File: config.mk
export PLATFORM = sky130hd
export DESIGN_NAME = page_commit_engine
export DESIGN_NICKNAME = d
export VERILOG_FILES = /design/src/rtl/pcl_pkg.sv /design/src/rtl/pcl_row_latch.sv /design/src/rtl/pcl_prog_timer.sv /design/src/rtl/pcl_seq.sv /design/src/rtl/page_commit_engine.sv
export SDC_FILE = /design/constraint.sdc
export NUM_CORES = 1
export LEC_CHECK = 0
export BUFFER_PORTS_ARGS = -buffer_cell sky130_fd_sc_hd__buf_2
export CORE_ASPECT_RATIO = 1.1
export CORE_MARGIN = 4
export CORE_UTILIZATION = 60
export CTS_CLUSTER_SIZE = 14
export DETAILED_ROUTE_END_ITERATION = 8
export GPL_ROUTABILITY_DRIVEN = 0
export GPL_TIMING_DRIVEN = 1
export PLACE_DENSITY_LB_ADDON = 0.15
export SYNTH_ARGS = -nofsm -noshare
export SYNTH_HDL_FRONTEND = slang
export SYNTH_SLANG_ARGS = --single-unit
export TNS_END_PERCENT = 10
File: constraint.sdc
create_clock -name clk -period 2.9 [get_ports clk]
set_clock_uncertainty 0.05 [all_clocks]
set_input_delay 0.435 -clock clk [delete_from_list [all_inputs] [get_ports clk]]
set_output_delay 0.435 -clock clk [all_outputs]
set_load 0.02 [all_outputs]
File: src/rtl/pcl_pkg.sv
package pcl_pkg;
  typedef enum logic [1:0] {
    PH_IDLE   = 2'd0,
    PH_WAIT   = 2'd1,
    PH_COMMIT = 2'd2
  } phase_t;
endpackage

File: src/rtl/pcl_row_latch.sv
module pcl_row_latch #(
  parameter int SLOTS  = 4,
  parameter int DATA_W = 8,
  localparam int COL_W = $clog2(SLOTS)
) (
  input  logic              clk,
  input  logic              rst_n,
  input  logic              clr_i,
  input  logic              seek_i,
  input  logic [COL_W-1:0]  seek_col_i,
  input  logic              wr_i,
  input  logic [DATA_W-1:0] data_i,
  input  logic [COL_W-1:0]  rd_sel_i,
  output logic [SLOTS-1:0]  mask_o,
  output logic [DATA_W-1:0] rd_data_o
);
  logic [COL_W-1:0]  col_q, col_d;
  logic [DATA_W-1:0] ent_q [SLOTS];

  // column pointer: loaded by a command, stepped after each stored byte
  always_comb begin
    col_d = col_q;
    if (seek_i)    col_d = seek_col_i;
    else if (wr_i) col_d = col_q + 1'b1;
  end

  always_ff @(posedge clk or negedge rst_n) begin
    if (!rst_n) col_q <= '0;
    else        col_q <= col_d;
  end

  for (genvar g = 0; g < SLOTS; g++) begin : g_ent
    logic hit;
    logic flag_d;
    assign hit = wr_i && (col_q == COL_W'(g));

    always_comb begin
      flag_d = mask_o[g];
      if (clr_i)    flag_d = 1'b0;
      else if (hit) flag_d = 1'b1;
    end

    always_ff @(posedge clk or negedge rst_n) begin
      if (!rst_n) mask_o[g] <= 1'b0;
      else        mask_o[g] <= flag_d;
    end

    always_ff @(posedge clk or negedge rst_n) begin
      if (!rst_n)   ent_q[g] <= '0;
      else if (hit) ent_q[g] <= data_i;
    end
  end

  assign rd_data_o = ent_q[rd_sel_i];
endmodule

File: src/rtl/pcl_prog_timer.sv
module pcl_prog_timer #(
  parameter int PROG_TICKS = 10000,
  localparam int CNT_W = $clog2(PROG_TICKS + 1)
) (
  input  logic clk,
  input  logic rst_n,
  input  logic run_i,
  input  logic tick_i,
  output logic expire_o
);
  logic [CNT_W-1:0] cnt_q, cnt_d;
  logic             last;

  assign last     = (cnt_q == CNT_W'(PROG_TICKS - 1));
  assign expire_o = run_i && tick_i && last;

  always_comb begin
    cnt_d = cnt_q;
    if (!run_i)      cnt_d = '0;
    else if (tick_i) cnt_d = last ? '0 : cnt_q + 1'b1;
  end

  always_ff @(posedge clk or negedge rst_n) begin
    if (!rst_n) cnt_q <= '0;
    else        cnt_q <= cnt_d;
  end
endmodule

File: src/rtl/pcl_seq.sv
module pcl_seq
  import pcl_pkg::*;
#(
  parameter int SLOTS  = 4,
  parameter int ADDR_W = 7,
  localparam int COL_W = $clog2(SLOTS),
  localparam int ROW_W = ADDR_W - COL_W
) (
  input  logic              clk,
  input  logic              rst_n,
  input  logic              start_i,
  input  logic              cmd_i,
  input  logic [ADDR_W-1:0] cmd_addr_i,
  input  logic              wc_i,
  input  logic              byte_vld_i,
  input  logic              stop_i,
  input  logic [SLOTS-1:0]  mask_i,
  input  logic              expire_i,
  output logic              run_o,
  output logic              clr_o,
  output logic              seek_o,
  output logic [COL_W-1:0]  seek_col_o,
  output logic              wr_o,
  output logic [ROW_W-1:0]  row_o,
  output logic [COL_W-1:0]  slot_o,
  output logic              busy_o,
  output logic              we_o
);
  phase_t           ph_q, ph_d;
  logic [ROW_W-1:0] row_q, row_d;
  logic [COL_W-1:0] slot_q, slot_d;
  logic             armed_q, armed_d;
  logic             block_q, block_d;
  logic             open_ok;
  logic             last_slot;

  assign open_ok   = armed_q && !block_q;
  assign last_slot = (slot_q == COL_W'(SLOTS - 1));

  always_comb begin
    ph_d    = ph_q;
    row_d   = row_q;
    slot_d  = slot_q;
    armed_d = armed_q;
    block_d = block_q;
    clr_o   = 1'b0;
    seek_o  = 1'b0;
    wr_o    = 1'b0;
    unique case (ph_q)
      PH_IDLE: begin
        if (start_i) begin
          clr_o   = 1'b1;
          armed_d = 1'b0;
        end else if (cmd_i) begin
          seek_o  = 1'b1;
          row_d   = cmd_addr_i[ADDR_W-1:COL_W];
          block_d = wc_i;
          armed_d = 1'b1;
        end else if (byte_vld_i) begin
          wr_o = open_ok;
        end else if (stop_i) begin
          armed_d = 1'b0;
          if (open_ok && (|mask_i)) ph_d = PH_WAIT;
        end
      end
      PH_WAIT: begin
        if (expire_i) begin
          ph_d   = PH_COMMIT;
          slot_d = '0;
        end
      end
      PH_COMMIT: begin
        if (last_slot) begin
          ph_d  = PH_IDLE;
          clr_o = 1'b1;
        end else begin
          slot_d = slot_q + 1'b1;
        end
      end
      default: ph_d = PH_IDLE;
    endcase
  end

  always_ff @(posedge clk or negedge rst_n) begin
    if (!rst_n) begin
      ph_q    <= PH_IDLE;
      row_q   <= '0;
      slot_q  <= '0;
      armed_q <= 1'b0;
      block_q <= 1'b0;
    end else begin
      ph_q    <= ph_d;
      row_q   <= row_d;
      slot_q  <= slot_d;
      armed_q <= armed_d;
      block_q <= block_d;
    end
  end

  assign seek_col_o = cmd_addr_i[COL_W-1:0];
  assign run_o      = (ph_q == PH_WAIT);
  assign busy_o     = (ph_q != PH_IDLE);
  assign we_o       = (ph_q == PH_COMMIT) && mask_i[slot_q];
  assign row_o      = row_q;
  assign slot_o     = slot_q;
endmodule

File: src/rtl/page_commit_engine.sv
module page_commit_engine #(
  parameter int SLOTS      = 4,
  parameter int ADDR_W     = 7,
  parameter int DATA_W     = 8,
  parameter int PROG_TICKS = 10000,
  localparam int COL_W     = $clog2(SLOTS),
  localparam int ROW_W     = ADDR_W - COL_W
) (
  input  logic              clk,
  input  logic              rst_n,
  input  logic              tick_i,
  input  logic              start_i,
  input  logic              cmd_i,
  input  logic [ADDR_W-1:0] cmd_addr_i,
  input  logic              wc_i,
  input  logic              byte_vld_i,
  input  logic [DATA_W-1:0] byte_i,
  input  logic              stop_i,
  output logic              busy_o,
  output logic              arr_we_o,
  output logic [ADDR_W-1:0] arr_addr_o,
  output logic [DATA_W-1:0] arr_wdata_o
);
  logic [SLOTS-1:0] mask;
  logic             expire, run, clr, seek, wr;
  logic [COL_W-1:0] seek_col, slot;
  logic [ROW_W-1:0] row;

  pcl_seq #(.SLOTS(SLOTS), .ADDR_W(ADDR_W)) u_seq (
    .clk        (clk),
    .rst_n      (rst_n),
    .start_i    (start_i),
    .cmd_i      (cmd_i),
    .cmd_addr_i (cmd_addr_i),
    .wc_i       (wc_i),
    .byte_vld_i (byte_vld_i),
    .stop_i     (stop_i),
    .mask_i     (mask),
    .expire_i   (expire),
    .run_o      (run),
    .clr_o      (clr),
    .seek_o     (seek),
    .seek_col_o (seek_col),
    .wr_o       (wr),
    .row_o      (row),
    .slot_o     (slot),
    .busy_o     (busy_o),
    .we_o       (arr_we_o)
  );

  pcl_row_latch #(.SLOTS(SLOTS), .DATA_W(DATA_W)) u_latch (
    .clk        (clk),
    .rst_n      (rst_n),
    .clr_i      (clr),
    .seek_i     (seek),
    .seek_col_i (seek_col),
    .wr_i       (wr),
    .data_i     (byte_i),
    .rd_sel_i   (slot),
    .mask_o     (mask),
    .rd_data_o  (arr_wdata_o)
  );

  pcl_prog_timer #(.PROG_TICKS(PROG_TICKS)) u_timer (
    .clk      (clk),
    .rst_n    (rst_n),
    .run_i    (run),
    .tick_i   (tick_i),
    .expire_o (expire)
  );

  assign arr_addr_o = {row, slot};
endmodule

# Word-level counts from Yosys, hierarchy flattened
# Cells that the tools add are included.
[op_classes] add_sub_neg=3 order_cmp=2 eq_ne=17 mux=43 n_bitwise=2 reduce_logical=25
[op_table] cell="two-way mux 14 bit" n=3
[op_table] cell="two-way mux 1 bit" n=22
[op_table] cell="two-way mux 2 bit" n=11
[op_table] cell="binary-select mux 8 bit (select 2 bit)" n=1
[op_table] cell="two-way mux 8 bit" n=2
[op_table] cell="adder 14 x 1 -> 14 bit, second input constant" n=1
[op_table] cell="== test 14 bit, second input constant" n=1
[op_table] cell="!= test 2 bit, second input constant" n=7
[op_table] cell="nonzero test 2 bit" n=7
[op_table] cell="logical AND 1 bit" n=9
[op_table] cell="AND reduction 3 bit" n=3
[op_table] cell="== test 2 bit, second input constant" n=4
[op_table] cell="AND reduction 7 bit" n=1
[op_table] cell="case mux 2 bit (3 select lines)" n=1
[op_table] cell="adder 2 x 1 -> 2 bit, second input constant" n=2
[op_table] cell="== test 2 x 1 -> 1 bit, second input constant" n=2
[op_table] cell="zero test 2 bit" n=2
[op_table] cell="!= test 2 x 1 -> 1 bit, second input constant" n=2
[op_table] cell="case mux 2 bit (2 select lines)" n=1
[op_table] cell="OR reduction 4 bit" n=1
[op_table] cell="greater-or-equal comparator 3 bit, second input constant" n=1
[op_table] cell="< comparator 2 x 3 -> 1 bit, second input constant" n=1
[op_table] cell="!= test 3 bit, second input constant" n=1
[op_table] cell="inverter 2 -> 3 bit" n=1
[op_table] cell="other kinds (5)" n=5
[word_totals] ff_bits=63 in_bits=23 out_inout_bits=17 elab_cells=107

# Depth between registers and ports, before layout
[logic_depth] ltp_word=9 depth_mapped=8 depth_no_buf=6

# Modules after synthesis
# Synthesis repeated with hierarchy kept, for this count alone.
[unflattened] cells_unflattened=245 area_unflattened_um2=3094.2
[by_module_without_submodules] module="pcl_row_latch" instances=1 cells_each=105 area_each_um2=1672.9 seq_area_each_um2=950.9
[by_module_without_submodules] module="pcl_prog_timer" instances=1 cells_each=89 area_each_um2=803.3 seq_area_each_um2=350.3
[by_module_without_submodules] module="pcl_seq" instances=1 cells_each=51 area_each_um2=618.1 seq_area_each_um2=275.3

# Worst setup path before layout
# No wires, ideal clock.
[synth_timing] path_kind="flip-flop to output port" start="register u_seq.slot_q[1], in the netlist u_seq.slot_o[1]" end="output port arr_we_o" t_arrival_ps=1424 required_ps=2415 slack_ps=991 stages_incl_launch_ff=4 path_buffers=1 cell_sequence="dfrtp_1 buf_2 mux4_2 and2_1"
[synth_via] elab_chain_cells=3
[synth_lines] element="start: declaration" line_no="pcl_seq.sv:31" source="logic [COL_W-1:0] slot_q, slot_d;"
[synth_lines] element="start signal: assignment" line_no="pcl_seq.sv:94" source="slot_q <= slot_d;"
[synth_lines] element="binary-select mux 1 bit (select 2 bit)" line_no="pcl_seq.sv:103" source="assign we_o = (ph_q == PH_COMMIT) && mask_i[slot_q];"
[synth_lines] element="two-way mux 1 bit (implied by the code)" line_no="pcl_seq.sv:103"
[synth_lines] element="logical AND 1 bit" line_no="pcl_seq.sv:103"
[synth_lines] element="end: declaration" line_no="page_commit_engine.sv:20" source="output logic arr_we_o,"
# Every way passes these cells. The select of a mux whose other input is x is not followed.

# Worst setup path after layout
# Ends and elaborated chain as after synthesis.

==> summary.md <==
| Metric | Value |
|---|---|
| Cells along the critical path | `mux4_2 > and2_1 > buf_2` |
| Post-Route WL | `approximately 5700 um` |
| Slew of the pin with the lowest slew margin | `657.7 ps` |
| Detailed placer's ending HPWL | `4077 um` |
| Count of synthesis-stage warnings from yosys | `0` |
| Leakage component of the power | `~1.7 nW` |
| Wire length of the first global-routing pass | `10030 um` |
| Vert. Die Dim | `83.08 um` |
| Critical path data required time | `2410 ps` |
| DRC Markers | `0` |
| Fraction of final layout cells with drive strength greater than 1 | `39.18%` |
| Cells resized by post-CTS repair | `0` |
| Proportion of synthesized chip area in sequential cells | `51.28%` |
| Number of cells on the worst reg-to-reg path | `6` |
| Antenna violations before repair | `0` |
| CTS Hold Bufs | `0` |
| Synth Net Count | `approximately 270` |
| Routed wire length per instance | `approximately 16 um` |
| Root buffer cell | `sky130_fd_sc_hd__clkbuf_8` |
| Number of different library cells in the post-synthesis netlist | `40` |
| Via density per instance | `5.905` |
| Antenna cell count | `0` |
| Number of global-route vias before repair | `2166` |
| Slowest stage cell, crit path | `sky130_fd_sc_hd__dfrtp_1` |
| Peak fanout along the critical path | `12` |
| Sum of overflow across all layers after global routing | `0` |
| Max-capacitance violation count | `0` |
| Area share of the largest cell type after synthesis | `51.28%` |
| # Post-CTS Setup Buffers | `0` |
| Part of the cycle the worst path needs | `approximately 83%` |
| Number of sinks handled by clock tree synthesis | `63` |
| Pre-antenna DRT Iters | `5` |
| Setup repair after global routing missed its margin | `no` |
| Clock transition at the registers of the reported paths | `70 ps` |
| Count of buffer and inverter cells on the critical path | `1` |
| Post-layout nets | `319` |
| Data arrival, critical path | `1920 ps` |
| Highest achievable clock rate | `416.5 MHz` |
| Ys async rst share | `100.0%` |
| Min Tclk post-route | `2401 ps` |
| CP Capture Type | `primary output` |
| Number of vias in the routed layout | `about 2100` |
| WP depth | `3` |
| Detailed router's first-iteration violation count | `108` |
| Filler Cell Count | `384` |
| Final slew viol count | `0` |
| Worst setup path class | `reg -> out` |
| Number of placed cells counting well taps | `334` |
| IR Drop Worst-Case VDD | `0.0004054 V` |
| Pin count of the biggest net entering global routing | `29` |
| TritonCTS buffer count | `9` |
| EDFF count, synth | `0` |
| Post-detailed-route count of antenna-violating nets | `0` |
| Ranking of synthesized cells by area | `sky130_fd_sc_hd__dfrtp_1 (51%), sky130_fd_sc_hd__mux2_2 (14%), sky130_fd_sc_hd__mux4_2 (6.6%), sky130_fd_sc_hd__ha_1 (3.7%), sky130_fd_sc_hd__nand2_1 (1.7%)` |
| Die Span X | `76.25 um` |
| Leading register cell type out of synthesis | `sky130_fd_sc_hd__dfrtp_1` |
| Final setup violation count | `0` |
| Count of mapped cells out of synthesis | `242` |
| Boundary Pins | `40` |
| Peak per-stage delay on the critical path | `slightly below 700 ps` |
| Largest area contributor in the netlist | `sky130_fd_sc_hd__dfrtp_1` |
| Sequential cell area | `1577 um2` |
| Number of failing hold endpoints at the final stage | `0` |
| Count of H-tree levels built during CTS | `3` |
| Core Box Area | `5000 um2` |
| Area of the mapped netlist | `slightly above 3000 um2` |
| Result of the run | `finished clean` |
| Area grow syn2layout | `13.31%` |
| Buffers added on ports | `39` |
| Initial cell density of the core | `61.49%` |
| Multi-input logic area | `roughly 1400 um2` |
| Type of the worst min-delay path | `in -> async` |
| Cell family with most CP delay | `flip-flops` |
| Number of buffers between clock root and the deepest sink | `2` |
| TritonCTS clock tree | `yes` |
| Std cell rows | `27` |
| Post-Syn Area per Cell | `12.70 um2` |
| Cell Pwr Density | `about 490 nW/um2` |
| Setup TNS | `0 ps` |
| Critical Path Source Type | `flop` |
| Headroom to the max-slew limit | `56.16%` |
| Tot GR Track Use | `20.08%` |
| Final cell count without fillers | `around 350` |
| Total of flip-flops plus latches after synthesis | `63` |
| Clock latency at the later pin of the worst-skew pair | `340 ps` |
| Overall die area | `around 6300 um2` |
[path summary, 6_finish.rpt]
check	from	end	slack, ps
min in group clk	cmd_addr_i[6]	u_seq.row_o[4]	280
worst min-delay path	rst_n	u_latch.ent_q[27]	60
worst min register to register	u_seq.row_o[0]	u_seq.row_o[0]	450
worst max-delay path	u_seq.slot_o[1]	arr_we_o	500
max in group asynchronous	rst_n	u_seq.ph_q[0]	2030
worst max register to register	u_timer.cnt_q[0]	u_timer.cnt_q[5]	890
[worst register-to-register path, delay by kind of cell, from the launching register on]
kind / cells / cell delay, ps
simple gates: 4 / 1120
flops: 1 / 420
fa+ha+maj: 1 / 220
compound gates: 1 / 130
[registers in the layout, summed over array words and instances, names as in the netlist]
register and count:
u_latch.mask_o 4, u_seq.block_q 1, u_latch.col_q 2, u_seq.slot_o 2, u_timer.cnt_q 14, u_seq.row_o 5, u_latch.ent_q 32, u_seq.ph_q 2
u_seq.armed_q 1
[Yosys cell counts (2+ instances only)]
cell / count
sky130_fd_sc_hd__a21o_1: 2
sky130_fd_sc_hd__a21oi_1: 10
sky130_fd_sc_hd__a22o_1: 3
sky130_fd_sc_hd__a22oi_1: 2
sky130_fd_sc_hd__a31oi_1: 3
sky130_fd_sc_hd__and2_1: 2
sky130_fd_sc_hd__and3_1: 6
sky130_fd_sc_hd__buf_2: 6
sky130_fd_sc_hd__dfrtp_1: 63
sky130_fd_sc_hd__ha_1: 9
sky130_fd_sc_hd__inv_1: 7
sky130_fd_sc_hd__mux2_2: 39
sky130_fd_sc_hd__mux2i_1: 2
sky130_fd_sc_hd__mux4_2: 9
sky130_fd_sc_hd__nand2_1: 14
sky130_fd_sc_hd__nand2_2: 4
sky130_fd_sc_hd__nand2b_1: 2
sky130_fd_sc_hd__nand3_1: 8
sky130_fd_sc_hd__nand4_1: 4
sky130_fd_sc_hd__nor2_1: 6
sky130_fd_sc_hd__nor2b_1: 6
sky130_fd_sc_hd__nor3_1: 2
sky130_fd_sc_hd__nor4_1: 3
sky130_fd_sc_hd__nor4b_2: 2
sky130_fd_sc_hd__o21ai_0: 8
sky130_fd_sc_hd__or3_1: 5
sky130_fd_sc_hd__xnor2_1: 2
[final cells by class]
class | count | area share, %
sequential | 63 | 45.26
tap | 58 | 2.083
inverter | 8 | 0.8621
multi-input combinational | 164 | 41.06
timing repair buffer | 41 | 6.034
clock inverter | 4 | 0.6466
clock buffer | 11 | 4.059
[cells in the final DEF, fill, tap and decap left out, types with 2 or more instances in the layout]
| cell | count |
|---|---|
| sky130_fd_sc_hd__or3_1 | 5 |
| sky130_fd_sc_hd__nand2_1 | 14 |
| sky130_fd_sc_hd__and2_1 | 2 |
| sky130_fd_sc_hd__clkinv_2 | 3 |
| sky130_fd_sc_hd__nand3_1 | 8 |
| sky130_fd_sc_hd__and3_1 | 6 |
| sky130_fd_sc_hd__a31oi_1 | 3 |
| sky130_fd_sc_hd__ha_1 | 9 |
| sky130_fd_sc_hd__o21ai_0 | 8 |
| sky130_fd_sc_hd__a22oi_1 | 2 |
| sky130_fd_sc_hd__mux2_2 | 39 |
| sky130_fd_sc_hd__nor4_1 | 3 |
| sky130_fd_sc_hd__clkbuf_8 | 10 |
| sky130_fd_sc_hd__nor2b_1 | 6 |
| sky130_fd_sc_hd__nand2_2 | 4 |
| sky130_fd_sc_hd__dfrtp_1 | 63 |
| sky130_fd_sc_hd__nand4_1 | 4 |
| sky130_fd_sc_hd__nor2_1 | 6 |
| sky130_fd_sc_hd__xnor2_1 | 2 |
| sky130_fd_sc_hd__inv_1 | 7 |
| sky130_fd_sc_hd__nand2b_1 | 2 |
| sky130_fd_sc_hd__buf_4 | 2 |
| sky130_fd_sc_hd__mux4_2 | 9 |
| sky130_fd_sc_hd__a21oi_1 | 10 |
| sky130_fd_sc_hd__nor4b_2 | 2 |
| sky130_fd_sc_hd__nor3_1 | 2 |
| sky130_fd_sc_hd__mux2i_1 | 2 |
| sky130_fd_sc_hd__a22o_1 | 3 |
| sky130_fd_sc_hd__a21o_1 | 2 |
| sky130_fd_sc_hd__buf_2 | 39 |
[per-layer routing]
layer,GRT usage [%],part of all wire (%),up-vias
met5,0,0,-
met4,9.555,1.9,0
met3,3.905,3.7,10
met2,33.81,51,47
met1,24.87,44,1025
li1,-,-,979
[through the flow]
stage / utilization (%) / hold WS, ps / area [um2] / worst slack, ps / power [W]
3_5_place_dp: 66.39 / 438.4 / 3319 / 785.0 / 0.001058
2_1_floorplan: - / 89.41 / 3074 / 990.8 / 0.001002
3_3_place_gp: 66.39 / 431.3 / 3319 / 827.5 / 0.001055
4_1_cts: 69.67 / 76.76 / 3483 / 472.3 / 0.001709
5_1_grt: 69.67 / 110.3 / 3483 / 393.4 / 0.001767
6_report: 69.67 / 61.10 / 3483 / 499.2 / 0.001693
[logic make-up after synthesis]
logic type	synth area share [%]
AOI/OAI and AO/OA	6.879
xor gates and xnor gates	0.8549
adders and majority gates	3.663
buffers and inverters	2.198
DFF	51.28
muxes	21.90
and+or+nand+nor	13.23
[report_power, final]
part	switching [W]	internal, W
registers	0.0000329	0.000904
clock network	0.000328	0.000324
logic	0.0000602	0.0000438
Power figures use the tool's default switching activity.
